### src/rtl/cgate_seq_pkg.sv
package cgate_seq_pkg;

  typedef enum logic [2:0] {
    ST_SLEEP     = 3'd0,
    ST_AUX_ON    = 3'd1,
    ST_WAIT_MAIN = 3'd2,
    ST_MAIN_ON   = 3'd3,
    ST_WAIT_AUX  = 3'd4
  } seq_state_e;

  // A programmed gap of zero is treated as one cycle.
  function automatic int unsigned eff_cycles(input int unsigned d);
    return (d == 0) ? 1 : d;
  endfunction

  // The timer starts at zero on the cycle its wait begins. It ends once the
  // count, plus the evaluating cycle, reaches the effective gap.
  function automatic logic gap_elapsed(input int unsigned elapsed,
                                       input int unsigned d);
    return (elapsed + 1) >= eff_cycles(d);
  endfunction

endpackage

### src/rtl/cgate_sync.sv
module cgate_sync #(
  parameter int WIDTH  = 3,
  parameter int STAGES = 2
) (
  input  logic             clk,
  input  logic             rst,
  input  logic [WIDTH-1:0] d_async,
  output logic [WIDTH-1:0] q_sync
);

  logic [WIDTH-1:0] chain [STAGES];

  generate
    for (genvar g = 0; g < STAGES; g++) begin : g_stage
      if (g == 0) begin : g_first
        always_ff @(posedge clk) begin
          if (rst) chain[g] <= '0;
          else     chain[g] <= d_async;
        end
      end else begin : g_next
        always_ff @(posedge clk) begin
          if (rst) chain[g] <= '0;
          else     chain[g] <= chain[g-1];
        end
      end
    end
  endgenerate

  assign q_sync = chain[STAGES-1];

endmodule

### src/rtl/cgate_timer.sv
module cgate_timer
  import cgate_seq_pkg::*;
#(
  parameter int CNT_W = 10
) (
  input  logic             clk,
  input  logic             rst,
  input  logic             run,
  input  logic [CNT_W-1:0] limit,
  output logic             done
);

  localparam int ACC_W = CNT_W + 1;
  localparam logic [ACC_W-1:0] ACC_MAX = '1;

  logic [ACC_W-1:0] elapsed;

  always_ff @(posedge clk) begin
    if (rst || !run)            elapsed <= '0;
    else if (elapsed != ACC_MAX) elapsed <= elapsed + 1'b1;
  end

  assign done = run && gap_elapsed(32'(elapsed), 32'(limit));

  // a zero limit must release on the first evaluated cycle of a wait
  p_zero_gap_r12: assert property (@(posedge clk) disable iff (rst)
    (run && elapsed == '0 && limit == '0) |-> done);

endmodule

### src/rtl/cgate_fsm.sv
module cgate_fsm
  import cgate_seq_pkg::*;
(
  input  logic clk,
  input  logic rst,
  input  logic en,
  input  logic cmd_s,
  input  logic zv_main_s,
  input  logic zv_aux_s,
  input  logic mode_main,
  input  logic mode_aux,
  input  logic done_main,
  input  logic done_aux,
  output logic run_main,
  output logic run_aux,
  output logic pwr_q,
  output logic auxc_q,
  output logic oe_q
);

  seq_state_e state, nxt;

  // Named events, brought out for the properties below
  logic rise_seen, fall_seen, main_release, aux_release;
  logic main_cancel, aux_cancel;

  assign rise_seen    = en && cmd_s &&
                        (state == ST_AUX_ON || state == ST_WAIT_AUX || state == ST_SLEEP);
  assign fall_seen    = en && !cmd_s &&
                        (state == ST_MAIN_ON || state == ST_WAIT_MAIN || state == ST_SLEEP);
  assign main_release = en && cmd_s && state == ST_WAIT_MAIN &&
                        (done_main || (mode_main && zv_main_s));
  assign aux_release  = en && !cmd_s && state == ST_WAIT_AUX &&
                        (done_aux || (mode_aux && zv_aux_s));
  assign main_cancel  = en && !cmd_s && state == ST_WAIT_MAIN;
  assign aux_cancel   = en && cmd_s && state == ST_WAIT_AUX;

  always_comb begin
    nxt = state;
    if (!en) begin
      nxt = ST_SLEEP;
    end else begin
      unique case (state)
        ST_SLEEP:     nxt = cmd_s ? ST_WAIT_MAIN : ST_WAIT_AUX;
        ST_AUX_ON:    if (cmd_s) nxt = ST_WAIT_MAIN;
        ST_WAIT_MAIN: begin
          if (!cmd_s)            nxt = ST_AUX_ON;
          else if (main_release) nxt = ST_MAIN_ON;
        end
        ST_MAIN_ON:   if (!cmd_s) nxt = ST_WAIT_AUX;
        ST_WAIT_AUX:  begin
          if (cmd_s)            nxt = ST_WAIT_MAIN;
          else if (aux_release) nxt = ST_AUX_ON;
        end
        default:      nxt = ST_SLEEP;
      endcase
    end
  end

  always_ff @(posedge clk) begin
    if (rst) begin
      state  <= ST_SLEEP;
      pwr_q  <= 1'b0;
      auxc_q <= 1'b0;
      oe_q   <= 1'b0;
    end else begin
      state  <= nxt;
      pwr_q  <= (nxt == ST_MAIN_ON);
      auxc_q <= (nxt == ST_AUX_ON);
      oe_q   <= (nxt != ST_SLEEP);
    end
  end

  assign run_main = (state == ST_WAIT_MAIN);
  assign run_aux  = (state == ST_WAIT_AUX);

  // the two conduction commands never meet
  p_no_overlap_r7: assert property (@(posedge clk) disable iff (rst)
    !(pwr_q && auxc_q));

  // main turn-on only after a cycle with the aux switch off
  p_gap_before_main_r7: assert property (@(posedge clk) disable iff (rst)
    $rose(pwr_q) |-> $past(!auxc_q));

  // a synchronized rise drops aux conduction in one cycle
  p_aux_drop_r1: assert property (@(posedge clk) disable iff (rst)
    (en && cmd_s && auxc_q) |=> !auxc_q);

  // a synchronized fall drops the main command in one cycle
  p_main_drop_r3: assert property (@(posedge clk) disable iff (rst)
    (en && !cmd_s && pwr_q) |=> !pwr_q);

  // no main turn-on while its gap runs without a sense release
  p_no_early_main_r2: assert property (@(posedge clk) disable iff (rst)
    (en && cmd_s && run_main && !done_main && !(mode_main && zv_main_s)) |=> !pwr_q);

  // no aux turn-on while its gap runs without a sense release
  p_no_early_aux_r4: assert property (@(posedge clk) disable iff (rst)
    (en && !cmd_s && run_aux && !done_aux && !(mode_aux && zv_aux_s)) |=> !auxc_q);

  // a cancelled main wait returns to aux conduction
  p_main_cancel_r6: assert property (@(posedge clk) disable iff (rst)
    main_cancel |=> (auxc_q && !pwr_q));

  // a cancelled aux wait keeps the aux switch off
  p_aux_cancel_r6: assert property (@(posedge clk) disable iff (rst)
    aux_cancel |=> (!auxc_q && !pwr_q));

  // enable low means sleep on the next cycle
  p_sleep_r8: assert property (@(posedge clk) disable iff (rst)
    !en |=> (!pwr_q && !auxc_q && !oe_q));

  // leaving sleep never turns the main switch on at once
  p_wake_low_r9: assert property (@(posedge clk) disable iff (rst)
    (en && !oe_q) |=> (!pwr_q && oe_q));

endmodule

### src/rtl/cgate_seq.sv
module cgate_seq
  import cgate_seq_pkg::*;
#(
  parameter int CNT_W       = 10,
  parameter int SYNC_STAGES = 2,
  parameter bit AUX_INV     = 1'b0
) (
  input  logic             clk,
  input  logic             rst,
  input  logic             en,
  input  logic             pwm_in,
  input  logic             zv_main,
  input  logic             zv_aux,
  input  logic             zv_mode_main,
  input  logic             zv_mode_aux,
  input  logic [CNT_W-1:0] dly_main,
  input  logic [CNT_W-1:0] dly_aux,
  output logic             pwr_out,
  output logic             aux_out,
  output logic             aux_oe
);

  localparam int N_SYNC  = 3;
  localparam int N_GAP   = 2;
  localparam int IDX_CMD = 0;
  localparam int IDX_ZVM = 1;
  localparam int IDX_ZVA = 2;
  localparam int GAP_MAIN = 0;
  localparam int GAP_AUX  = 1;

  logic [N_SYNC-1:0] raw_in, synced;
  logic [CNT_W-1:0]  gap_limit [N_GAP];
  logic [N_GAP-1:0]  gap_run, gap_done;
  logic              pwr_q, auxc_q, oe_q;

  assign raw_in[IDX_CMD] = pwm_in;
  assign raw_in[IDX_ZVM] = zv_main;
  assign raw_in[IDX_ZVA] = zv_aux;

  cgate_sync #(.WIDTH(N_SYNC), .STAGES(SYNC_STAGES)) u_sync (
    .clk     (clk),
    .rst     (rst),
    .d_async (raw_in),
    .q_sync  (synced)
  );

  assign gap_limit[GAP_MAIN] = dly_main;
  assign gap_limit[GAP_AUX]  = dly_aux;

  generate
    for (genvar g = 0; g < N_GAP; g++) begin : g_gap
      cgate_timer #(.CNT_W(CNT_W)) u_timer (
        .clk   (clk),
        .rst   (rst),
        .run   (gap_run[g]),
        .limit (gap_limit[g]),
        .done  (gap_done[g])
      );
    end
  endgenerate

  cgate_fsm u_fsm (
    .clk       (clk),
    .rst       (rst),
    .en        (en),
    .cmd_s     (synced[IDX_CMD]),
    .zv_main_s (synced[IDX_ZVM]),
    .zv_aux_s  (synced[IDX_ZVA]),
    .mode_main (zv_mode_main),
    .mode_aux  (zv_mode_aux),
    .done_main (gap_done[GAP_MAIN]),
    .done_aux  (gap_done[GAP_AUX]),
    .run_main  (gap_run[GAP_MAIN]),
    .run_aux   (gap_run[GAP_AUX]),
    .pwr_q     (pwr_q),
    .auxc_q    (auxc_q),
    .oe_q      (oe_q)
  );

  generate
    if (AUX_INV) begin : g_aux_pch
      assign aux_out = !auxc_q;
    end else begin : g_aux_nch
      assign aux_out = auxc_q;
    end
  endgenerate

  assign pwr_out = pwr_q;
  assign aux_oe  = oe_q;

  // the reset state is the sleep state
  p_reset_state_r10: assert property (@(posedge clk)
    rst |=> (!pwr_out && !aux_oe && (aux_out == AUX_INV)));

endmodule

### config.mk
export PLATFORM = sky130hd
export DESIGN_NAME = cgate_seq
export DESIGN_NICKNAME = d
export VERILOG_FILES = /design/src/rtl/cgate_seq_pkg.sv /design/src/rtl/cgate_sync.sv /design/src/rtl/cgate_timer.sv /design/src/rtl/cgate_fsm.sv /design/src/rtl/cgate_seq.sv
export SDC_FILE = /design/constraint.sdc
export NUM_CORES = 1
export LEC_CHECK = 0
export CAP_MARGIN = 25
export CORE_MARGIN = 10
export CORE_UTILIZATION = 50
export CTS_CLUSTER_DIAMETER = 100
export DETAILED_ROUTE_END_ITERATION = 10
export GPL_TIMING_DRIVEN = 1
export PLACE_DENSITY_LB_ADDON = 0.12
export SLEW_MARGIN = 30
export SYNTH_ARGS = -nofsm -noshare
export SYNTH_HDL_FRONTEND = slang
export SYNTH_HIERARCHICAL = 1
export SYNTH_SLANG_ARGS = --single-unit
### constraint.sdc
create_clock -name clk -period 6.15 [get_ports clk]
set_clock_uncertainty 0.05 [all_clocks]
set_input_delay 1.845 -clock clk [delete_from_list [all_inputs] [get_ports clk]]
set_output_delay 1.845 -clock clk [all_outputs]
set_load 0.05 [all_outputs]
== Word-level counts from Yosys, hierarchy flattened ==
Memories as Yosys holds them, arrays and structs flattened.
Index checks and enable logic that the tools add are counted.
Cells by class
  add/subtract/negate cells: 4
  $lt $le $gt $ge: 2
  equality and inequality tests: 8
  multiplexer cells: 16
  bitwise logic cells: 2
  reductions and logical operators: 21
Operator list (number)
  $ge A32 B32 Y1: 2
  $mux W3: 10
  $add A11 B1 Y12 const B: 2
  $add A11 B1 Y11 const B: 2
  $ne A11 B11 Y1 const B: 2
  $logic_not A10 Y1: 2
  $mux W10: 2
  $pmux W3 S5: 1
  $logic_and A1 B1 Y1: 10
  $eq A3 B2 Y1 const B: 3
  $eq A3 B1 Y1 const B: 2
  $logic_or A1 B1 Y1: 4
  $eq A3 B3 Y1 const B: 1
  $logic_not A1 Y1: 3
  $logic_not A3 Y1: 1
  $mux W1: 3
  $reduce_bool A3 Y1: 1
  $or A1 B1 Y1: 2
Word-level totals
  register bits: 28
  RAM bits: 6
  input bits: 28
  output and inout port bits: 3
  memories kept: 1
Memories
  u_sync.chain: depth 2, width 3, rd ports 2, clocked after Yosys merged registers in 0, wr ports 2, RTL line cgate_sync.sv:11  | logic [WIDTH-1:0] chain [STAGES];

== Depth between registers and ports, before layout ==
  depth after elaboration: 11
  gate-level depth with buffers: 12
  gate-level depth less buffers: 12

== Modules after synthesis ==
The synthesis kept the hierarchy.
Modules (own cells, without submodules)
  cgate_timer: times used 2, cells an instance 97, area each 849.6 µm², seq. area each 220.2 µm²
  cgate_fsm: times used 1, cells an instance 31, area each 285.3 µm², seq. area each 120.1 µm²
  cgate_sync: times used 1, cells an instance 12, area each 157.7 µm², seq. area each 120.1 µm²

== Worst setup path after synthesis ==
Ideal clock, no wire load.
  kind: input -> register
  start: input dly_main[7]
  end: register u_fsm.state[0]
  library setup time: 130 ps
  data arrival time: 3761 ps
  data required time: 5970 ps
  setup slack: 2209 ps
  stages on the path: 10
  cell sequence: nor4_1 -> a41o_1 -> ha_1 -> nand2b_1 -> a2111oi_0 -> nor4_1 -> o31a_1 -> a21o_1 -> o211ai_1 -> a31oi_1
Between the ends
  word-level cells in the longest chain between the ends: 10
RTL lines
  from (decl): RTL line cgate_seq.sv:16  | input logic [CNT_W-1:0] dly_main,
  $logic_not A10 Y1: RTL line cgate_seq_pkg.sv:13  | return (d == 0) ? 1 : d;
  $mux W10 (*): RTL line cgate_seq_pkg.sv:13
  $ge A32 B32 Y1 (*): RTL line cgate_seq_pkg.sv:20  | return (elapsed + 1) >= eff_cycles(d);
  $logic_and A1 B1 Y1 (*): RTL line cgate_timer.sv:23  | assign done = run && gap_elapsed(32'(elapsed), 32'(limit));
  via gap_done[0]: RTL line cgate_seq.sv:33  | logic [N_GAP-1:0] gap_run, gap_done;
  $logic_or A1 B1 Y1 (*): RTL line cgate_fsm.sv:32  | (done_main || (mode_main && zv_main_s));
  $logic_and A1 B1 Y1 (*): RTL line cgate_fsm.sv:31  | assign main_release = en && cmd_s && state == ST_WAIT_MAIN &&
  $mux W3 (*): RTL line cgate_fsm.sv:48  | else if (main_release) nxt = ST_MAIN_ON;
  $mux W3 (*): RTL line cgate_fsm.sv:47  | if (!cmd_s) nxt = ST_AUX_ON;
  $pmux W3 S5 (*): RTL line cgate_fsm.sv:43  | unique case (state)
  $mux W3 (*): RTL line cgate_fsm.sv:40  | if (!en) begin
  to (signal assigned): RTL line cgate_fsm.sv:67  | state <= nxt;
  to (decl): RTL line cgate_fsm.sv:21  | seq_state_e state, nxt;
The timed path passes the listed nets; every way through them passes the cells marked *.
A chain may end at the register's enable or synchronous reset.

== Worst setup path after layout ==
Same ends and word-level chain as after synthesis.

==> reports/qor.yml <==
hpwl_mm: 3.474
worstPathRequired_ps: 6250
grt_max_degree: 12
synth_top_area_share_pct: 31.78
synthTopCellsByArea: "dfxtp_1, ha_1, o21ba_2, xnor2_1, inv_1"
max_freq_mhz: 231.0
rr_worst_depth: 10
ys_async_sr_fraction_pct: 0
gp_congestion: 0.8281
clk_latency_ps: 270
r2r_slack_ps: 2990
drive_gt1_share_pct: 12.55
port_buffers: 30
worst-path-buf-inv: 1
ioPinCount: 31
p_seq_share_pct: 53.5
crit_family: "compound AO/OA/AOI/OAI gates"
cpMostUsedCell: "nor4_1"
cts_resized: 0
crit_slowest_cell: "clkdlybuf4s50_1"
first_pass_iters: 4
dp_cells: 315
finalNetCount: 322
cts_hold_buf: 0
status: "completed"
yosysSeqAreaShare_pct: 31.78
nFillCells: 371
root_buffer: "clkbuf_8"
hold_violations: 0
synth-edff-count: 0
tns_ps: 0
r2r-start: "g_gap[1].u_timer/elapsed[2]$_SDFFE_PP0P_"
area_delta_synth_final_pct: 20.44
slowest_delay_ps: 420
crit_start: "dly_main[7]"
slew_viol_final: 0
crit_path_start_kind: "input port"
fin_crit_ps: 4329
multi_input_area_um2: 1364
p_clk_share_pct: 36.7
drt-initial-drc-count: 62
clkSlewWorstSetupHoldPaths_ps: 60
period_share_pct: 70.39
die-area_um2: 7303
antenna_found_initial: 0
ir_drop_mv: 0.1563
seqCellArea_um2: 680.7
r2r-end: "u_fsm/auxc_q$_SDFF_PP0_"
antenna_cells: 0
combinationalPowerShare_pct: 9.8
max_slew_margin_pct: 62.26
yosysUniqueCellTypes: 44
hp-start: "u_sync/chain[0][1]$_SDFF_PP0_"
critPathArrivalTime_ps: 4430
hold_ws_ps: 387.1
post_drt_wl_per_cell_um: 13.19
syn_area_um2: 2142
netlist_instances: 237
yosysWarnings: 6
tightest_slew_ps: 560.9
p_per_area_nw_per_um2: 163.7
setup_viol: 0
die_w_um: 85.46
final_cells: 321
grt_overflow: 0
ys.flop_type: "dfxtp_1"
htree_num_levels: 2
grt_pass1_wl_mm: 7.562
vias: 1737
syn_avg_cell_area_um2: 9.038
rsz0062_at_grt: "no"
synth_top_area_cell: "dfxtp_1"
core.rowCount: 23
drv_cap: 0
end_kind: "flip-flop"
ant_nets: 0
final_common_cell: "dfxtp_1"
cts_buffers: 5
cts_setup_buffers: 0
power_switching_uw: 87.38
netSwitchingFraction_pct: 20.69
crit_type: "in -> reg"
internal-power_uw: 334.9
whs_path_depth: 1
hold_class: "reg -> reg"
leakage_uw: 0.001113
drcViolationCount: 0
syn-num-nets: 287
clk_path_buf_depth: 2
routed_wl_mm: 4.235
fp.dieH_um: 85.46
path_cells: "clkdlybuf4s50_1 > nor4_1 > a41o_1 > ha_1 > nand2b_1 > a2111oi_0 > nor4_1 > o31a_1 > a21o_1 > o211ai_1 > a31oi_1"
hold_path_end: "u_sync/chain[1][1]$_SDFF_PP0_"
start_util_pct: 52.42
cts_tree: "yes"
vias_per_cell: 5.411
core-area_um2: 4086
ys_ff_latch: 34
grt_usage_pct: 12.23
path_max_fanout: 2
layout_common_cells: "dfxtp_1, clkdlybuf4s50_1, inv_1, ha_1, nor2_1"
clock_sinks: 34
grt_pass1_vias: 1690
kinds of logic after synthesis:
group | count (synthesis) | share of synthesized area [%]
AO/OA/AOI/OAI | 43 | 16.18
adder cells (fa/ha/maj) | 22 | 12.85
buffers and inverters | 26 | 4.556
XOR/XNOR | 19 | 7.769
flip-flops | 34 | 31.78
AND/OR/NAND/NOR | 93 | 26.87
how the worst max path moves through the flow:
stage | end | slack [ps] | depth (start not counted)
4_1_cts | u_fsm/state[0]$_SDFF_PP0_ | 1790 | 11
3_5_place_dp | u_fsm/state[0]$_SDFF_PP0_ | 1500 | 11
6_report | u_fsm/state[0]$_SDFF_PP0_ | 1820 | 11
2_1_floorplan | u_fsm/state[0]$_SDFF_PP0_ | 2210 | 10
5_1_grt | u_fsm/state[0]$_SDFF_PP0_ | 1650 | 11
3_3_place_gp | u_fsm/state[0]$_SDFF_PP0_ | 1570 | 11
Yosys cell counts, types with 2 or more instances:
cell	n
dfxtp_1	34
inv_1	24
ha_1	22
nor2_1	17
nand2_1	14
o21ba_2	12
xnor2_1	11
nand3_1	10
a21oi_1	8
xor2_1	8
nor3_1	7
nor4_1	7
nor2b_1	6
a211oi_1	4
nand2b_1	4
a21o_1	3
and3_1	3
a2111oi_0	2
a41o_1	2
a41oi_1	2
and2_1	2
and3_2	2
and4_1	2
clkbuf_1	2
nand3_4	2
nand4_1	2
nor3_2	2
nor3b_1	2
nor4_4	2
o21a_1	2
o31a_1	2
o31ai_1	2
or4_4	2
per-layer routing:
metal  up-vias  track usage (%)  part of all wire (%)  routed length (µm)
met4         0            4.042                  0.99                  42
li1        912                -                     -                   -
met2        32            20.03                    47                2011
met3         4            4.302                   5.1                 217
met5         -                0                     0                   0
met1       789            14.47                    46                1963
power by group through the flow:
stage               Sequential (µW)  Combinational [µW]  Clock [µW]
floorplan                       232                17.0           0
global placement                231                41.2           0
detailed placement              231                41.7           0
CTS                             226                41.9         162
global route                    226                46.3         170
finish                          226                41.3         155
sequential cells by signal, indices dropped and copies added, names as in the netlist:
register               count
u_fsm/oe_q                 1
u_fsm/pwr_q                1
u_fsm/state                3
u_fsm/auxc_q               1
g_gap.u_timer/elapsed     22
u_sync/chain               6
metrics by stage:
step	power [µW]	util, %	setup slack (ps)	instance area (µm²)
finish	422.3	63.14	1821	2580
global route	443.0	63.14	1653	2580
CTS	429.7	63.14	1793	2580
detailed placement	272.4	61.11	1504	2497
global placement	271.9	61.11	1568	2497
floorplan	248.6	-	2209	2142
worst reg2reg max path, stage by stage (launching register included):
cell	delay (ps)
dfxtp_1	430
nand3_4	150
nor4_1	490
xor2_1	170
ha_1	340
nand3_1	130
nor4_1	380
o31a_1	180
a21oi_1	50
or4b_4	530
a211oi_2	180
area by class of cell:
class	count	area share (%)
multi-input combinational	177	52.86
sequential	34	26.38
timing repair buffer	30	11.64
inverter	24	3.492
clock buffer	6	3.201
tap	50	2.425
(Power assumes the default switching activity.)
